`config.mk`:
```
export PLATFORM = sky130hd
export DESIGN_NAME = zone_write_seq
export DESIGN_NICKNAME = d
export VERILOG_FILES = /design/src/rtl/zws_pkg.sv /design/src/rtl/zws_gate.sv /design/src/rtl/zws_page_buf.sv /design/src/rtl/zws_timer.sv /design/src/rtl/zws_ctrl.sv /design/src/rtl/zone_write_seq.sv
export SDC_FILE = /design/constraint.sdc
export NUM_CORES = 1
export LEC_CHECK = 0
export BUFFER_PORTS_ARGS = -buffer_cell sky130_fd_sc_hd__buf_2
export CORE_MARGIN = 2
export CORE_UTILIZATION = 60
export CTS_CLUSTER_DIAMETER = 150
export DETAILED_ROUTE_END_ITERATION = 6
export GPL_ROUTABILITY_DRIVEN = 0
export GPL_TIMING_DRIVEN = 0
export HOLD_SLACK_MARGIN = 0.06
export PLACE_DENSITY = 0.86
export SLEW_MARGIN = 20
export SYNTH_ARGS = -nofsm -noshare
export SYNTH_HDL_FRONTEND = slang
export SYNTH_SLANG_ARGS = --single-unit
```
`constraint.sdc`:
```
create_clock -name clk -period 3.51 [get_ports clk]
set_clock_uncertainty 0.2 [all_clocks]
set_input_delay 1.053 -clock clk [delete_from_list [all_inputs] [get_ports clk]]
set_output_delay 1.053 -clock clk [all_outputs]
set_load 0.1 [all_outputs]
```
`src/rtl/zws_pkg.sv`:
```
package zws_pkg;
  typedef enum logic [1:0] {
    ST_IDLE = 2'd0,
    ST_FILL = 2'd1,
    ST_BURN = 2'd2,
    ST_HOLD = 2'd3
  } zws_state_e;
endpackage

```
`src/rtl/zws_gate.sv`:
```
// Admission of a start request: permission lookup, ack and deny pulses.
module zws_gate #(
  parameter int ZONES  = 8,
  parameter int ZONE_W = 3
) (
  input  logic              clk,
  input  logic              rst_n,
  input  logic              start,
  input  logic [ZONE_W-1:0] zone,
  input  logic [ZONES-1:0]  zone_wr_en,
  input  logic              idle,
  output logic              accept,
  output logic              ack_q,
  output logic              deny_q
);
  logic perm;
  logic ack_d;
  logic deny_d;

  always_comb begin
    perm   = zone_wr_en[zone];
    accept = start && idle && perm;
    ack_d  = accept;
    deny_d = start && idle && !perm;
  end

  always_ff @(posedge clk or negedge rst_n) begin
    if (!rst_n) begin
      ack_q  <= 1'b0;
      deny_q <= 1'b0;
    end else begin
      ack_q  <= ack_d;
      deny_q <= deny_d;
    end
  end
endmodule

```
`src/rtl/zws_page_buf.sv`:
```
// Page staging buffer: one register per column, fill mask, wrapping pointer.
module zws_page_buf #(
  parameter int DATA_W    = 8,
  parameter int PAGE_BYTES = 16,
  parameter int PAGE_ID_W = 6,
  localparam int COL_W    = $clog2(PAGE_BYTES)
) (
  input  logic                 clk,
  input  logic                 rst_n,
  input  logic                 load,
  input  logic [PAGE_ID_W-1:0] base_page,
  input  logic [COL_W-1:0]     base_col,
  input  logic                 wr,
  input  logic [DATA_W-1:0]    wr_data,
  input  logic [COL_W-1:0]     rd_slot,
  output logic [DATA_W-1:0]    rd_data,
  output logic                 rd_valid,
  output logic [PAGE_ID_W-1:0] page_q
);
  logic [DATA_W-1:0]     slot_q [PAGE_BYTES];
  logic [PAGE_BYTES-1:0] mask_q, mask_d;
  logic [COL_W-1:0]      ptr_q, ptr_d;
  logic [PAGE_ID_W-1:0]  page_d;

  always_comb begin
    mask_d = mask_q;
    ptr_d  = ptr_q;
    page_d = page_q;
    if (load) begin
      mask_d = '0;
      ptr_d  = base_col;
      page_d = base_page;
    end else if (wr) begin
      mask_d[ptr_q] = 1'b1;
      ptr_d         = ptr_q + 1'b1;
    end
  end

  always_ff @(posedge clk or negedge rst_n) begin
    if (!rst_n) begin
      mask_q <= '0;
      ptr_q  <= '0;
      page_q <= '0;
    end else begin
      mask_q <= mask_d;
      ptr_q  <= ptr_d;
      page_q <= page_d;
    end
  end

  for (genvar g = 0; g < PAGE_BYTES; g++) begin : g_slot
    logic slot_en;
    assign slot_en = wr && (ptr_q == COL_W'(g));
    always_ff @(posedge clk) begin
      if (slot_en) slot_q[g] <= wr_data;
    end
  end

  always_comb begin
    rd_data  = slot_q[rd_slot];
    rd_valid = mask_q[rd_slot];
  end
endmodule

```
`src/rtl/zws_timer.sv`:
```
// Self-timed write cycle counter, loaded with the cycle length minus one.
module zws_timer #(
  parameter int WR_CYCLES = 500000,
  localparam int TMR_W    = $clog2(WR_CYCLES + 1)
) (
  input  logic clk,
  input  logic rst_n,
  input  logic load,
  input  logic run,
  output logic done
);
  logic [TMR_W-1:0] cnt_q, cnt_d;

  always_comb begin
    cnt_d = cnt_q;
    if (load)                    cnt_d = TMR_W'(WR_CYCLES - 1);
    else if (run && cnt_q != '0) cnt_d = cnt_q - 1'b1;
    done = (cnt_q == '0);
  end

  always_ff @(posedge clk or negedge rst_n) begin
    if (!rst_n) cnt_q <= '0;
    else        cnt_q <= cnt_d;
  end
endmodule

```
`src/rtl/zws_ctrl.sv`:
```
// Sequencing: collect, scan the buffer into the array, hold for the write time.
module zws_ctrl
  import zws_pkg::*;
#(
  parameter int PAGE_BYTES = 16,
  localparam int COL_W     = $clog2(PAGE_BYTES)
) (
  input  logic             clk,
  input  logic             rst_n,
  input  logic             accept,
  input  logic             dat_valid,
  input  logic             dat_last,
  input  logic             cmd_abort,
  input  logic             tmr_done,
  output zws_state_e       state_q,
  output logic [COL_W-1:0] slot_q,
  output logic             tmr_load,
  output logic             buf_wr
);
  zws_state_e       state_d;
  logic [COL_W-1:0] slot_d;
  logic             scan_end;

  always_comb begin
    state_d  = state_q;
    slot_d   = slot_q;
    tmr_load = 1'b0;
    buf_wr   = 1'b0;
    scan_end = (slot_q == COL_W'(PAGE_BYTES - 1));
    unique case (state_q)
      ST_IDLE: begin
        if (accept) state_d = ST_FILL;
      end
      ST_FILL: begin
        if (cmd_abort) begin
          state_d = ST_IDLE;
        end else if (dat_valid) begin
          buf_wr = 1'b1;
          if (dat_last) begin
            state_d = ST_BURN;
            slot_d  = '0;
          end
        end
      end
      ST_BURN: begin
        slot_d = slot_q + 1'b1;
        if (scan_end) begin
          state_d  = ST_HOLD;
          tmr_load = 1'b1;
        end
      end
      ST_HOLD: begin
        if (tmr_done) state_d = ST_IDLE;
      end
      default: state_d = ST_IDLE;
    endcase
  end

  always_ff @(posedge clk or negedge rst_n) begin
    if (!rst_n) begin
      state_q <= ST_IDLE;
      slot_q  <= '0;
    end else begin
      state_q <= state_d;
      slot_q  <= slot_d;
    end
  end
endmodule

```
`src/rtl/zone_write_seq.sv`:
```
module zone_write_seq
  import zws_pkg::*;
#(
  parameter int ZONES      = 8,
  parameter int ZONE_BYTES = 128,
  parameter int PAGE_BYTES = 16,
  parameter int DATA_W     = 8,
  parameter int WR_CYCLES  = 500000,
  localparam int ZONE_W    = $clog2(ZONES),
  localparam int OFF_W     = $clog2(ZONE_BYTES),
  localparam int COL_W     = $clog2(PAGE_BYTES),
  localparam int ROW_W     = OFF_W - COL_W,
  localparam int PAGE_ID_W = ZONE_W + ROW_W,
  localparam int ADDR_W    = ZONE_W + OFF_W
) (
  input  logic              clk,
  input  logic              rst_n,
  input  logic              cmd_start,
  input  logic [ZONE_W-1:0] cmd_zone,
  input  logic [OFF_W-1:0]  cmd_offset,
  input  logic              cmd_abort,
  input  logic              dat_valid,
  input  logic [DATA_W-1:0] dat_data,
  input  logic              dat_last,
  input  logic [ZONES-1:0]  zone_wr_en,
  output logic              cmd_ack,
  output logic              wr_deny,
  output logic              busy,
  output logic              arr_we,
  output logic [ADDR_W-1:0] arr_addr,
  output logic [DATA_W-1:0] arr_data
);
  zws_state_e           state;
  logic [COL_W-1:0]     slot;
  logic                 accept;
  logic                 tmr_load;
  logic                 tmr_done;
  logic                 buf_wr;
  logic [DATA_W-1:0]    rd_data;
  logic                 rd_valid;
  logic [PAGE_ID_W-1:0] page_q;
  logic                 is_idle;

  assign is_idle = (state == ST_IDLE);

  zws_gate #(.ZONES(ZONES), .ZONE_W(ZONE_W)) u_gate (
    .clk(clk), .rst_n(rst_n), .start(cmd_start), .zone(cmd_zone),
    .zone_wr_en(zone_wr_en), .idle(is_idle), .accept(accept),
    .ack_q(cmd_ack), .deny_q(wr_deny)
  );

  zws_ctrl #(.PAGE_BYTES(PAGE_BYTES)) u_ctrl (
    .clk(clk), .rst_n(rst_n), .accept(accept), .dat_valid(dat_valid),
    .dat_last(dat_last), .cmd_abort(cmd_abort), .tmr_done(tmr_done),
    .state_q(state), .slot_q(slot), .tmr_load(tmr_load), .buf_wr(buf_wr)
  );

  zws_page_buf #(.DATA_W(DATA_W), .PAGE_BYTES(PAGE_BYTES), .PAGE_ID_W(PAGE_ID_W)) u_buf (
    .clk(clk), .rst_n(rst_n), .load(accept),
    .base_page({cmd_zone, cmd_offset[OFF_W-1:COL_W]}),
    .base_col(cmd_offset[COL_W-1:0]), .wr(buf_wr), .wr_data(dat_data),
    .rd_slot(slot), .rd_data(rd_data), .rd_valid(rd_valid), .page_q(page_q)
  );

  zws_timer #(.WR_CYCLES(WR_CYCLES)) u_tmr (
    .clk(clk), .rst_n(rst_n), .load(tmr_load), .run(state == ST_HOLD),
    .done(tmr_done)
  );

  always_comb begin
    busy     = (state == ST_BURN) || (state == ST_HOLD);
    arr_we   = (state == ST_BURN) && rd_valid;
    arr_addr = {page_q, slot};
    arr_data = rd_data;
  end
endmodule

```
# == Word level (Yosys, flattened, before mapping) ==
# Memory sizes are Yosys's and may differ from the RTL's.
# Cells that the tools add are included.
# totals
reg_bits,53
ramBits,128
input_bits,32
wordCells,197
mem_count,1
# mem_list
name,words,word_bits,rd,rd_clocked_by_memory_dff,write_ports,line,rtl
u_buf.slot_q,16,8,1,0,1,zws_page_buf.sv:20,logic [DATA_W-1:0] slot_q [PAGE_BYTES];
# op_classes
addsub,3
magnitude_cmp,4
eq_ne,27
muxes,105
n_bitwise,1
n_reduce_logical,48
# ops
operator,n
8-bit 2-to-1 mux,15
8-bit OR reduction,15
4-bit 2-to-1 mux,20
1-bit 2-to-1 mux,55
19-bit 2-to-1 mux,2
4-bit equality test (second input constant),9
16-bit 2-to-1 mux,2
1-bit logical AND,22
19-bit logical NOT,1
19-bit nonzero test,1
19-bit by 1-bit subtractor with 19-bit output (second input constant),1
4-bit by 3-bit equality test with 1-bit output (second input constant),4
16-bit OR,1
2-bit 2-to-1 mux,6
4-bit by 5-bit < comparator with 1-bit output (second input constant),2
2-bit != test (second input constant),5
4-bit by 1-bit adder with 4-bit output (second input constant),2
4-bit by 2-bit equality test with 1-bit output (second input constant),2
2-bit case mux with 4 select lines,1
4-bit case mux with 2 select lines,1
3-bit != test (second input constant),2
2-bit nonzero test,3
5-bit AND reduction,1
1-bit binary-select mux with 4-bit select,1
other kinds (13),14

# == Longest topological paths before layout ==
# Gate-level depths: netlist of run 1.
# logic_depth
word_depth,22
mapped_depth,7

# == Cells and area by module ==
# Synthesis of run 1 repeated with hierarchy kept, for this count alone.
# unflattened
cells_unflattened,490
hier_area_um2,7820.0
# modules_own_cells
mod,instances,cells_each,area_each_um2
zws_page_buf,1,317,6169.7
zws_timer,1,124,1156.1
zws_ctrl,1,34,331.6
zws_gate,1,11,138.9
zone_write_seq,1,4,23.8

# == Worst setup path before layout of run 1 ==
# OpenSTA, ideal clock, no wires.
# synth_path
path_type,reg2out
startpoint,register u_ctrl.slot_q[0]
endpoint,output port arr_data[0]
t_arrival_ps,2854
path_slack_ps,-597
path_stages_with_launch,5
n_path_buf,2
cell_sequence,dfrtp_1 -> buf_4 -> buf_2 -> mux4_2 -> mux4_2
# synth_between
elab_chain_cells,1
# synth_rtl
element,line,rtl
start: declaration,zws_ctrl.sv:16,"output logic [COL_W-1:0] slot_q,"
start signal: assignment,zws_ctrl.sv:65,slot_q <= slot_d;
memory 16 x 8 bit,n/a,
end: declaration,zone_write_seq.sv:31,output logic [DATA_W-1:0] arr_data
# Every way passes these cells.

# == Worst setup path in the final report of run 1 ==
# layout_path
startpoint,register u_ctrl.slot_q[0]
endpoint,output port arr_we
# layout_between
elab_chain_cells,3
# layout_rtl
element,line,rtl
1-bit binary-select mux with 4-bit select,zws_page_buf.sv:61,rd_valid = mask_q[rd_slot];
1-bit 2-to-1 mux (not written as such),zws_page_buf.sv:61,
1-bit logical AND,zone_write_seq.sv:72,arr_we = (state == ST_BURN) && rd_valid;
end: declaration,zone_write_seq.sv:29,"output logic arr_we,"
# Every way passes these cells. The select of a mux whose other input is x is not followed.

==> results of run 1 <==
## what timing repair did
item / CTS / global route
setup endpoints to repair: 9 / 9
resized for setup: 35 / 4
setup buffers: 2 / 3
pin swaps: 0 / 0
gates cloned: 0 / 1
## power by group
group	internal, mW	leakage [nW]	total [mW]	switching (mW)
clock network	1.08	0.283	1.94	0.860
logic	1.27	1.17	3.53	2.27
registers	2.53	1.83	2.77	0.242
total	4.87	3.28	8.24	3.37
## cell families (layout without fill, tap and decap cells)
logic type	count (synthesis)	after routing	share of synthesized area, %
flip-flops	181	181	67.2
AO/OA/AOI/OAI	49	49	4.56
AND/OR/NAND/NOR	113	113	7.84
adder cells (fa/ha/maj)	6	6	0.976
buffers and inverters	30	119	1.97
XOR/XNOR	5	5	0.570
multiplexers	72	72	16.8
## stage by stage
step           instance area, sq um  setup TNS (ps)  instances
2_1_floorplan                  7720               0        456
3_3_place_gp                   8200           -5730        680
3_5_place_dp                   8220           -13.9        680
4_1_cts                        8950           -1880        713
5_1_grt                        9010           -1990        717
6_report                       9010           -1590        717
## how the worst min path moves through the flow
stage,endpoint,slack (ps),cells after the start
finish,u_tmr.cnt_q[18]$_DFFE_PN0P_,280,1
floorplan,u_tmr.cnt_q[18]$_DFFE_PN0P_,250,1
global route,u_tmr.cnt_q[18]$_DFFE_PN0P_,290,1
detailed placement,u_tmr.cnt_q[18]$_DFFE_PN0P_,270,1
CTS,u_tmr.cnt_q[18]$_DFFE_PN0P_,280,1
global placement,u_tmr.cnt_q[18]$_DFFE_PN0P_,260,1
## flip-flops by register name, summed over array words and instances (netlist names), named ones only
signal          count
u_buf.mask_q       16
u_buf.page_q        6
u_buf.ptr_q         4
u_buf.slot_q      128
u_ctrl.slot_q       4
u_ctrl.state_q      1
u_gate.ack_q        1
u_gate.deny_q       1
u_tmr.cnt_q        19
## per-layer routing
layer,up-vias,global-route usage [%]
met5,-,0
met4,0,10.4
met3,29,4.94
met2,210,43.4
met1,2325,34.8
li1,1945,-
## final cells by class
type	count	share of cell area, %
sequential	181	57.5
buffer	23	2.11
tap	172	2.39
inverter	6	0.250
timing repair buffer	58	4.57
multi-input combinational	245	26.5
clock inverter	13	1.86
clock buffer	19	4.81
## cell usage in the layout (no fill, tap or decap), types with 7 or more instances in the layout
cell,instances
edfxtp_1,128
mux4_2,45
dfrtp_1,50
mux2_2,9
nand2_1,22
clkbuf_16,18
mux2i_1,18
nand2b_1,8
nor2_1,26
clkbuf_1,9
buf_2,46
o21a_1,16
buf_4,9
nand3_1,7
o21ai_0,8
## critical path, delay by kind of cell (launching register included)
kind	cells	cell delay, ps
DFF	1	510
buffers and inverters	3	450
and+or+nand+nor	1	190
muxes	2	890
==> flow_metrics.py, run 1 <==
metrics = {
    "power": {
        "peakVddDrop_mv": 0.743,
        "powerDensity_nw_per_um2": 914,
        "power_leakage_nw": 3.28,
        "power_mw": 8.24,
    },
    "worst_setup_path": {
        "required_ps": 2260,
        "r2r.worst_path.cells": 5,
        "startpoint": "u_ctrl.slot_q[0]$_DFFE_PN0P_",
        "startpoint_type": "flip-flop",
        "r2r-start": "u_ctrl.state_q[0]$_DFFE_PN0P_",
        "path_cells": "buf_4 > buf_4 > mux4_2 > mux4_2 > and2_4 > buf_12",
        "crit_path_end": "arr_we",
        "critPathCaptureType": "output pin",
        "r2r_end": "u_buf.slot_q[15][4]$_DFFE_PP_",
        "arrival_ps": 2460,
        "critPathKind": "flip-flop to output pin",
        "path_max_fanout": 3,
        "ff2ff_setup_slack_ps": 750,
        "cp_slowest_cell": "dfrtp_4",
        "critPathMaxStageDelay_ps": 510,
    },
    "floorplan": {
        "die_h_um": 117,
        "fp.dieW_um": 117,
        "ios": 54,
        "core_sq_um": 12600,
        "dieArea_sq_um": 13700,
        "initial_utilization_pct": 61.2,
        "num_rows": 41,
    },
    "routing": {
        "vias_per_cell": 6.29,
        "drtIter0Drc": 369,
        "dr.pass1.iters": 5,
        "wl_met2_mm": 8.56,
        "vias": 4509,
        "routed.top_layer": "met4",
        "drc": 0,
        "drt_wl_total_mm": 16.5,
        "met1_length_mm": 6.52,
        "wl_per_cell_um": 22.9,
        "wl_met3_mm": 1.01,
        "ant_nets": 0,
    },
    "timing": {
        "clock.fmax_mhz": 269,
        "setup_viol": 9,
        "drv_slew": 0,
        "fin_crit_ps": 3720,
        "tightest_slew_ps": 1070,
        "layout_setup_ws_ps": -207,
        "rsz0062_at_grt": "true",
        "fin_hold_ws_ps": 282,
        "layout_worst_path_cycle_share_pct": 106,
        "slew_headroom_pct": 28.6,
        "hold_violations": 0,
    },
    "logic_synthesis": {
        "synth_most_common_cell": "edfxtp_1",
        "synth_area_leaders": "edfxtp_1 (50%), dfrtp_1 (17%), mux4_2 (13%)",
        "synth_common_cells": "edfxtp_1 (128), dfrtp_1 (53), mux4_2 (45)",
        "ys_warn_count": 0,
        "ys.flop_type": "edfxtp_1",
        "yosys_register_bits": 181,
        "synth_edf_count": 128,
        "ys_async_sr_fraction_pct": 29.3,
        "synth_nets": 494,
        "yosysTopAreaCell": "edfxtp_1",
        "synth_area_sq_um": 7690,
        "ys_seq_area_share_pct": 67.2,
        "syn_inst": 456,
        "synth_top_area_share_pct": 50.0,
        "yosysUniqueCellTypes": 53,
        "avgSynthCellArea_sq_um": 16.9,
    },
    "grt": {
        "grt_pass1_wl_mm": 25.7,
        "antenna_found_initial": 0,
        "grtUsageTotal_pct": 26.2,
        "grt_pass1_vias": 4571,
        "gr-total-overflow": 0,
        "grt_max_degree": 54,
    },
    "layout": {
        "area_delta_synth_final_pct": 17.2,
        "diodes": 0,
        "multi_input_area_sq_um": 2390,
        "drive_above_1_share_pct": 32.7,
        "postLayoutCoreUtil_pct": 71.7,
        "ff_latch_area_sq_um": 5180,
        "nNetsFinal": 570,
        "fill_cells": 745,
    },
    "clocking": {
        "cts_sinks": 181,
        "clk-insertion-delay-late_ps": 430,
        "clk_path_buf_depth": 2,
        "hold_buffers": 0,
        "numCtsBuffers": 17,
        "path_clk_slew_ps": 70,
        "cts-root-buf": "clkbuf_16",
        "cts_tree": "built",
        "cts.htree.levels": 4,
    },
    "place": {
        "port_buffers": 52,
        "dp_slack_ps": -13.9,
        "post-dp-hpwl_mm": 10.3,
    },
    "flow_run": {
        "maxCapViolCount": 0,
    },
    "min_path": {
        "hp-start": "u_tmr.cnt_q[18]$_DFFE_PN0P_",
        "hold_class": "flip-flop to flip-flop",
    },
    "run_status": {
        "status": "finished with violations",
        "violations": "setup timing",
    },
}
Note: power is estimated with default switching activity, not from simulation.
==> run 2, diff against run 1 <==
--- a/config.mk
+++ b/config.mk
@@ -5,6 +5,7 @@
 export SDC_FILE = /design/constraint.sdc
 export NUM_CORES = 1
 export LEC_CHECK = 0
+export ABC_AREA = 1
 export BUFFER_PORTS_ARGS = -buffer_cell sky130_fd_sc_hd__buf_2
 export CORE_MARGIN = 2
 export CORE_UTILIZATION = 60
==> run 2 against run 1 <==
The run still ends with setup timing left. Largest power group unchanged. Final cell count increased by 38%. Synthesized area increased by 2.0%. Non-clock buffer count increased by 7. Count of clock-buffer cells in the layout increased by 1. Wire length increased by 21%. Highest routed layer unchanged. Global-route usage increased by 3.1 points. Synthesized cell count increased by 61%.
==> flow_metrics.py, run 2 <==
metrics = {
    "min_path": {
        "hold_class": "flip-flop to flip-flop",
    },
    "power": {
        "power_leakage_nw": 3.69,
        "power_mw": 8.46,
        "powerDensity_nw_per_um2": 928,
        "peakVddDrop_mv": 0.690,
    },
    "logic_synthesis": {
        "synth_area_leaders": "edfxtp_1 (49%), dfrtp_1 (17%), o21ai_0 (7.1%)",
        "ys_warn_count": 0,
        "synth_most_common_cell": "edfxtp_1",
        "ys.flop_type": "edfxtp_1",
        "synth_area_sq_um": 7850,
        "synth_top_area_share_pct": 49.0,
        "synth_common_cells": "edfxtp_1 (128), nor2_1 (123), o21ai_0 (112)",
        "synth_edf_count": 128,
        "ys_seq_area_share_pct": 65.9,
        "syn_inst": 733,
        "yosysTopAreaCell": "edfxtp_1",
        "yosys_register_bits": 181,
        "avgSynthCellArea_sq_um": 10.7,
        "synth_nets": 771,
        "ys_async_sr_fraction_pct": 29.3,
        "yosysUniqueCellTypes": 33,
    },
    "layout": {
        "nNetsFinal": 843,
        "top_register": "u_buf.slot_q",
        "area_delta_synth_final_pct": 16.2,
        "stdcell_count": 990,
        "diodes": 0,
        "final_cell_mix": "edfxtp_1 (128), nor2_1 (119), o21ai_0 (110)",
        "final_common_cell": "edfxtp_1",
        "largest_reg_flops": 128,
        "drive_above_1_share_pct": 18.2,
        "postLayoutCoreUtil_pct": 72.0,
        "top_regs": "u_buf.slot_q (128), u_tmr.cnt_q (19), u_buf.mask_q (16)",
        "stdcell_area_sq_um": 9120,
    },
    "timing": {
        "tightest_slew_ps": 1230,
        "drv_slew": 0,
        "layout_setup_ws_ps": -5.98,
        "setup_viol": 1,
        "slew_headroom_pct": 17.8,
        "layout_worst_path_cycle_share_pct": 100,
        "clock.fmax_mhz": 284,
        "fin_crit_ps": 3520,
        "hold_violations": 0,
    },
    "clocking": {
        "clk_path_buf_depth": 2,
        "cts_sinks": 181,
        "clk-insertion-delay-late_ps": 430,
        "post_cts_buffers": 0,
        "hold_buffers": 0,
        "cts.htree.levels": 4,
        "cts_tree": "built",
        "cts-root-buf": "clkbuf_16",
        "path_clk_slew_ps": 60,
        "numCtsBuffers": 17,
    },
    "place": {
        "post-dp-hpwl_mm": 12.6,
        "port_buffers": 53,
        "place_area_sq_um": 8360,
        "dp.cells": 958,
    },
    "worst_setup_path": {
        "startpoint_type": "flip-flop",
        "path_max_fanout": 10,
        "arrival_ps": 2260,
        "critPathKind": "flip-flop to output pin",
        "required_ps": 2260,
        "critPathCaptureType": "output pin",
    },
    "floorplan": {
        "fp.dieW_um": 118,
        "die_h_um": 118,
        "initial_utilization_pct": 61.9,
        "core_sq_um": 12700,
        "dieArea_sq_um": 14000,
        "num_rows": 41,
        "ios": 54,
    },
    "grt": {
        "grtUsageTotal_pct": 29.3,
        "grt_pass1_vias": 6032,
        "grt_pass1_wl_mm": 31.1,
        "gr-total-overflow": 0,
        "grt_max_degree": 54,
        "antenna_found_initial": 0,
    },
    "routing": {
        "wl_per_cell_um": 20.1,
        "drc": 0,
        "vias": 6090,
        "dr.pass1.iters": 5,
        "drt_wl_total_mm": 19.9,
        "ant_nets": 0,
        "vias_per_cell": 6.15,
        "drtIter0Drc": 915,
    },
    "run_status": {
        "violations": "setup timing",
        "status": "finished with violations",
    },
    "flow_run": {
        "maxCapViolCount": 0,
    },
}
-- run 2: path summary, 6_finish.rpt --
kind	start	slack (ps)	cells after the start	end
setup / recovery	u_ctrl.slot_q[1]$_DFFE_PN0P_	-6	7	arr_data[0]
hold / removal	u_tmr.cnt_q[18]$_DFFE_PN0P_	290	2	u_tmr.cnt_q[18]$_DFFE_PN0P_
setup reg to reg	flip-flop	930	7	u_buf.slot_q[7][2]$_DFFE_PP_
hold reg to reg	u_tmr.cnt_q[18]$_DFFE_PN0P_	290	2	u_tmr.cnt_q[18]$_DFFE_PN0P_
max in group asynchronous	rst_n	2170	1	u_ctrl.slot_q[0]$_DFFE_PN0P_
min in group asynchronous	rst_n	460	1	u_buf.page_q[1]$_DFFE_PN0P_
-- run 2: repair_timing --
item	CTS	global route
gates resized for setup	48	27
pin swaps	0	1
setup endpoints to repair	9	9
-- run 2: power by group --
part           internal [mW]  switching, mW
Sequential              2.57          0.218
Clock                   1.12          0.789
Combinational          0.994           2.77
Total                   4.68           3.78
-- run 2: cell type report --
| class | instances | area [sq um] |
|---|---|---|
| flip-flops and latches | 181 | 5170 |
| fillers | 875 | 3550 |
| multi-input cells | 452 | 2310 |
| clock buffers | 20 | 437 |
| repair buffers | 53 | 349 |
| inverters | 65 | 248 |
| plain buffers | 35 | 229 |
| well taps | 172 | 215 |
| clock inverters | 12 | 155 |
-- run 2: stage by stage --
| step | setup slack, ps | hold slack (ps) | TNS [ps] |
|---|---|---|---|
| final | -5.98 | 289 | -5.98 |
| after detailed placement | -51.1 | 270 | -120 |
| after global placement | -19.1 | 261 | -19.1 |
| after floorplan | 110 | 242 | 0 |
| after global routing | -43.2 | 324 | -43.2 |
| after CTS | -13.5 | 287 | -13.5 |
-- run 2: cell families (layout without fill, tap and decap cells) --
logic type               after synthesis  count (layout)  share of synthesized area (%)
AO/OA/AOI/OAI                        169             169                           12.6
XOR/XNOR                               5               5                          0.558
adder cells (fa/ha/maj)                6               6                          0.957
buffers and inverters                100             185                           5.14
flip-flops                           181             181                           65.9
AND/OR/NAND/NOR                      272             272                           14.9
-- run 2: worst max-delay path, stage by stage (launching register included) --
cell,delay [ps]
dfrtp_2,450
buf_2,260
buf_4,230
o21ai_0,140
o221ai_1,260
nand3_1,160
nand2_2,110
buf_6,220
-- run 2: layer usage --
layer	global-route usage, %	share of wire [%]
met5	0	0
met4	13.9	4.6
met3	6.90	11
met2	47.0	47
met1	38.0	37
==> run 3, diff against run 2 <==
--- a/config.mk
+++ b/config.mk
@@ -14,8 +14,8 @@
 export GPL_ROUTABILITY_DRIVEN = 0
 export GPL_TIMING_DRIVEN = 0
 export HOLD_SLACK_MARGIN = 0.06
-export PLACE_DENSITY = 0.86
-export SLEW_MARGIN = 20
+export PLACE_DENSITY = 0.89
+export SLEW_MARGIN = 25
 export SYNTH_ARGS = -nofsm -noshare
 export SYNTH_HDL_FRONTEND = slang
 export SYNTH_SLANG_ARGS = --single-unit
==> run 3 against run 2 <==
The flow finishes with violations (DRC). Final cell count up 0.20%. Die area unchanged. Design area up 1.4%. Sequential power about the same. Critical endpoint is now arr_data[1]. Non-clock buffer count is 2 higher. First-iteration DRC count is 12% higher. Worst setup slack improved by 9.6 ps. Flip-flop and latch count unchanged. Global-route usage rose by 1.6 points.
==> flow_metrics.py, run 3 (synthesis results as in run 2) <==
metrics = {
    "timing": {
        "finalSetupTns_ps": 0,
        "setup_viol": 0,
        "clock.fmax_mhz": 285,
        "slew_headroom_pct": 28.0,
        "layout_worst_path_cycle_share_pct": 99.9,
        "drv_slew": 0,
        "fin_hold_ws_ps": 277,
        "tightest_slew_ps": 1080,
        "fin_crit_ps": 3510,
        "hold_violations": 0,
    },
    "layout": {
        "area_delta_synth_final_pct": 17.9,
        "nNetsFinal": 845,
        "drive_above_1_share_pct": 19.5,
        "final_cell_mix": "edfxtp_1 (128), nor2_1 (114), o21ai_0 (112)",
        "top_regs": "u_buf.slot_q (128), u_tmr.cnt_q (19), u_buf.mask_q (16)",
        "fill_cells": 798,
        "final_common_cell": "edfxtp_1",
        "diodes": 0,
        "top_register": "u_buf.slot_q",
        "largest_reg_flops": 128,
    },
    "grt": {
        "grt_pass1_vias": 6170,
        "gr-total-overflow": 0,
        "grtUsageTotal_pct": 30.9,
        "grt_max_degree": 54,
        "antenna_found_initial": 0,
        "grt_pass1_wl_mm": 32.5,
    },
    "routing": {
        "dr.pass1.iters": 7,
        "wl_per_cell_um": 21.2,
        "drt_wl_total_mm": 21.0,
        "ant_nets": 0,
        "vias_per_cell": 6.26,
        "vias": 6210,
        "drc": 11,
        "drtIter0Drc": 1023,
    },
    "worst_setup_path": {
        "path_max_fanout": 10,
        "required_ps": 2260,
        "startpoint_type": "flip-flop",
        "critPathCaptureType": "output pin",
        "critPathKind": "flip-flop to output pin",
        "arrival_ps": 2250,
    },
    "clocking": {
        "hold_buffers": 0,
        "clk-insertion-delay-late_ps": 440,
        "cts_sinks": 181,
        "cts-root-buf": "clkbuf_16",
        "clk_path_buf_depth": 2,
        "path_clk_slew_ps": 70,
        "cts_tree": "built",
        "cts.htree.levels": 4,
        "numCtsBuffers": 17,
    },
    "floorplan": {
        "dieArea_sq_um": 14000,
        "core_sq_um": 12700,
        "initial_utilization_pct": 61.9,
        "ios": 54,
        "die_h_um": 118,
        "fp.dieW_um": 118,
        "num_rows": 41,
    },
    "power": {
        "power_leakage_nw": 3.76,
        "powerDensity_nw_per_um2": 950,
        "peakVddDrop_mv": 0.691,
    },
    "place": {
        "post-dp-hpwl_mm": 12.8,
        "port_buffers": 53,
    },
    "flow_run": {
        "maxCapViolCount": 0,
    },
    "run_status": {
        "status": "finished with violations",
        "violations": "DRC",
    },
    "min_path": {
        "hold_class": "flip-flop to flip-flop",
    },
}
[run 3: cell count changes in the layout (fill, tap and decap cells not counted), moves of 2 or more]
| cell | previous run | this run |
|---|---|---|
| clkbuf_1 | 6 | 3 |
| o21ai_0 | 110 | 112 |
| nor2_2 | 6 | 11 |
| buf_6 | 7 | 9 |
| nor2_1 | 119 | 114 |
| buf_4 | 8 | 11 |
| clkbuf_8 | 0 | 3 |
| clkinvlp_4 | 5 | 3 |
| o21ai_1 | 4 | 2 |
| clkbuf_4 | 11 | 7 |
| bufinv_16 | 3 | 5 |
| inv_6 | 1 | 3 |
[run 3: routing by layer]
metal	vias up	routed length [um]	GRT usage, %
met4	0	848	17.3
met2	482	9760	47.4
met3	87	2720	7.82
met5	-	0	0
li1	2708	-	-
met1	2933	7690	40.6
[run 3: power breakdown]
part           leakage (nW)  switching, mW  internal [mW]
combinational          1.60           2.83           1.03
sequential             1.84          0.231           2.57
clock                 0.319          0.833           1.29
total                  3.76           3.90           4.89
[run 3: path summary, 6_finish.rpt]
path	startpoint	endpoint	slack (ps)	cells after the start
setup / recovery	u_ctrl.slot_q[1]$_DFFE_PN0P_	arr_data[1]	4	7
hold / removal	u_tmr.cnt_q[18]$_DFFE_PN0P_	u_tmr.cnt_q[18]$_DFFE_PN0P_	280	2
setup reg to reg	flip-flop	u_buf.slot_q[1][4]$_DFFE_PP_	900	7
hold reg to reg	u_tmr.cnt_q[18]$_DFFE_PN0P_	u_tmr.cnt_q[18]$_DFFE_PN0P_	280	2
max in group asynchronous	rst_n	u_ctrl.slot_q[1]$_DFFE_PN0P_	2200	1
min in group asynchronous	rst_n	u_tmr.cnt_q[0]$_DFFE_PN0P_	450	1
[run 3: timing repair]
action / in CTS / in global routing
endpoints found under the setup margin: 9 / 9
resized for setup: 56 / 26
pin swaps: 0 / 4
buffers inserted: 0 / 2
[run 3: per-stage QoR]
stage / setup slack, ps / power (mW) / cell area, sq um / cells / util (%)
final: 3.59 / 8.79 / 9250 / 992 / 73.0
after global routing: -25.4 / 9.11 / 9250 / 992 / 73.0
after CTS: 7.76 / 8.58 / 9170 / 990 / 72.3
after detailed placement: -120 / 6.25 / 8370 / 958 / 66.1
after global placement: 24.4 / 6.14 / 8360 / 958 / 66.0
after floorplan: 110 / 5.41 / 7880 / 733 / -
[run 3: cell type report]
cell class                 instances  area (sq um)  share of cell area (%)
sequential                       181          5170                    55.9
multi-input combinational        452          2330                    25.2
clock buffer                      18           439                    4.75
timing repair buffer              55           360                    3.90
buffer                            35           265                    2.87
inverter                          65           248                    2.68
clock inverter                    14           221                    2.39
tap                              172           215                    2.33
[run 3: critical path: stages, from the launching register on]
cell	delay [ps]
dfrtp_2	480
clkinvlp_4	230
clkbuf_4	250
o21ai_0	100
o22ai_1	90
o211ai_1	300
nand2_2	140
buf_8	200
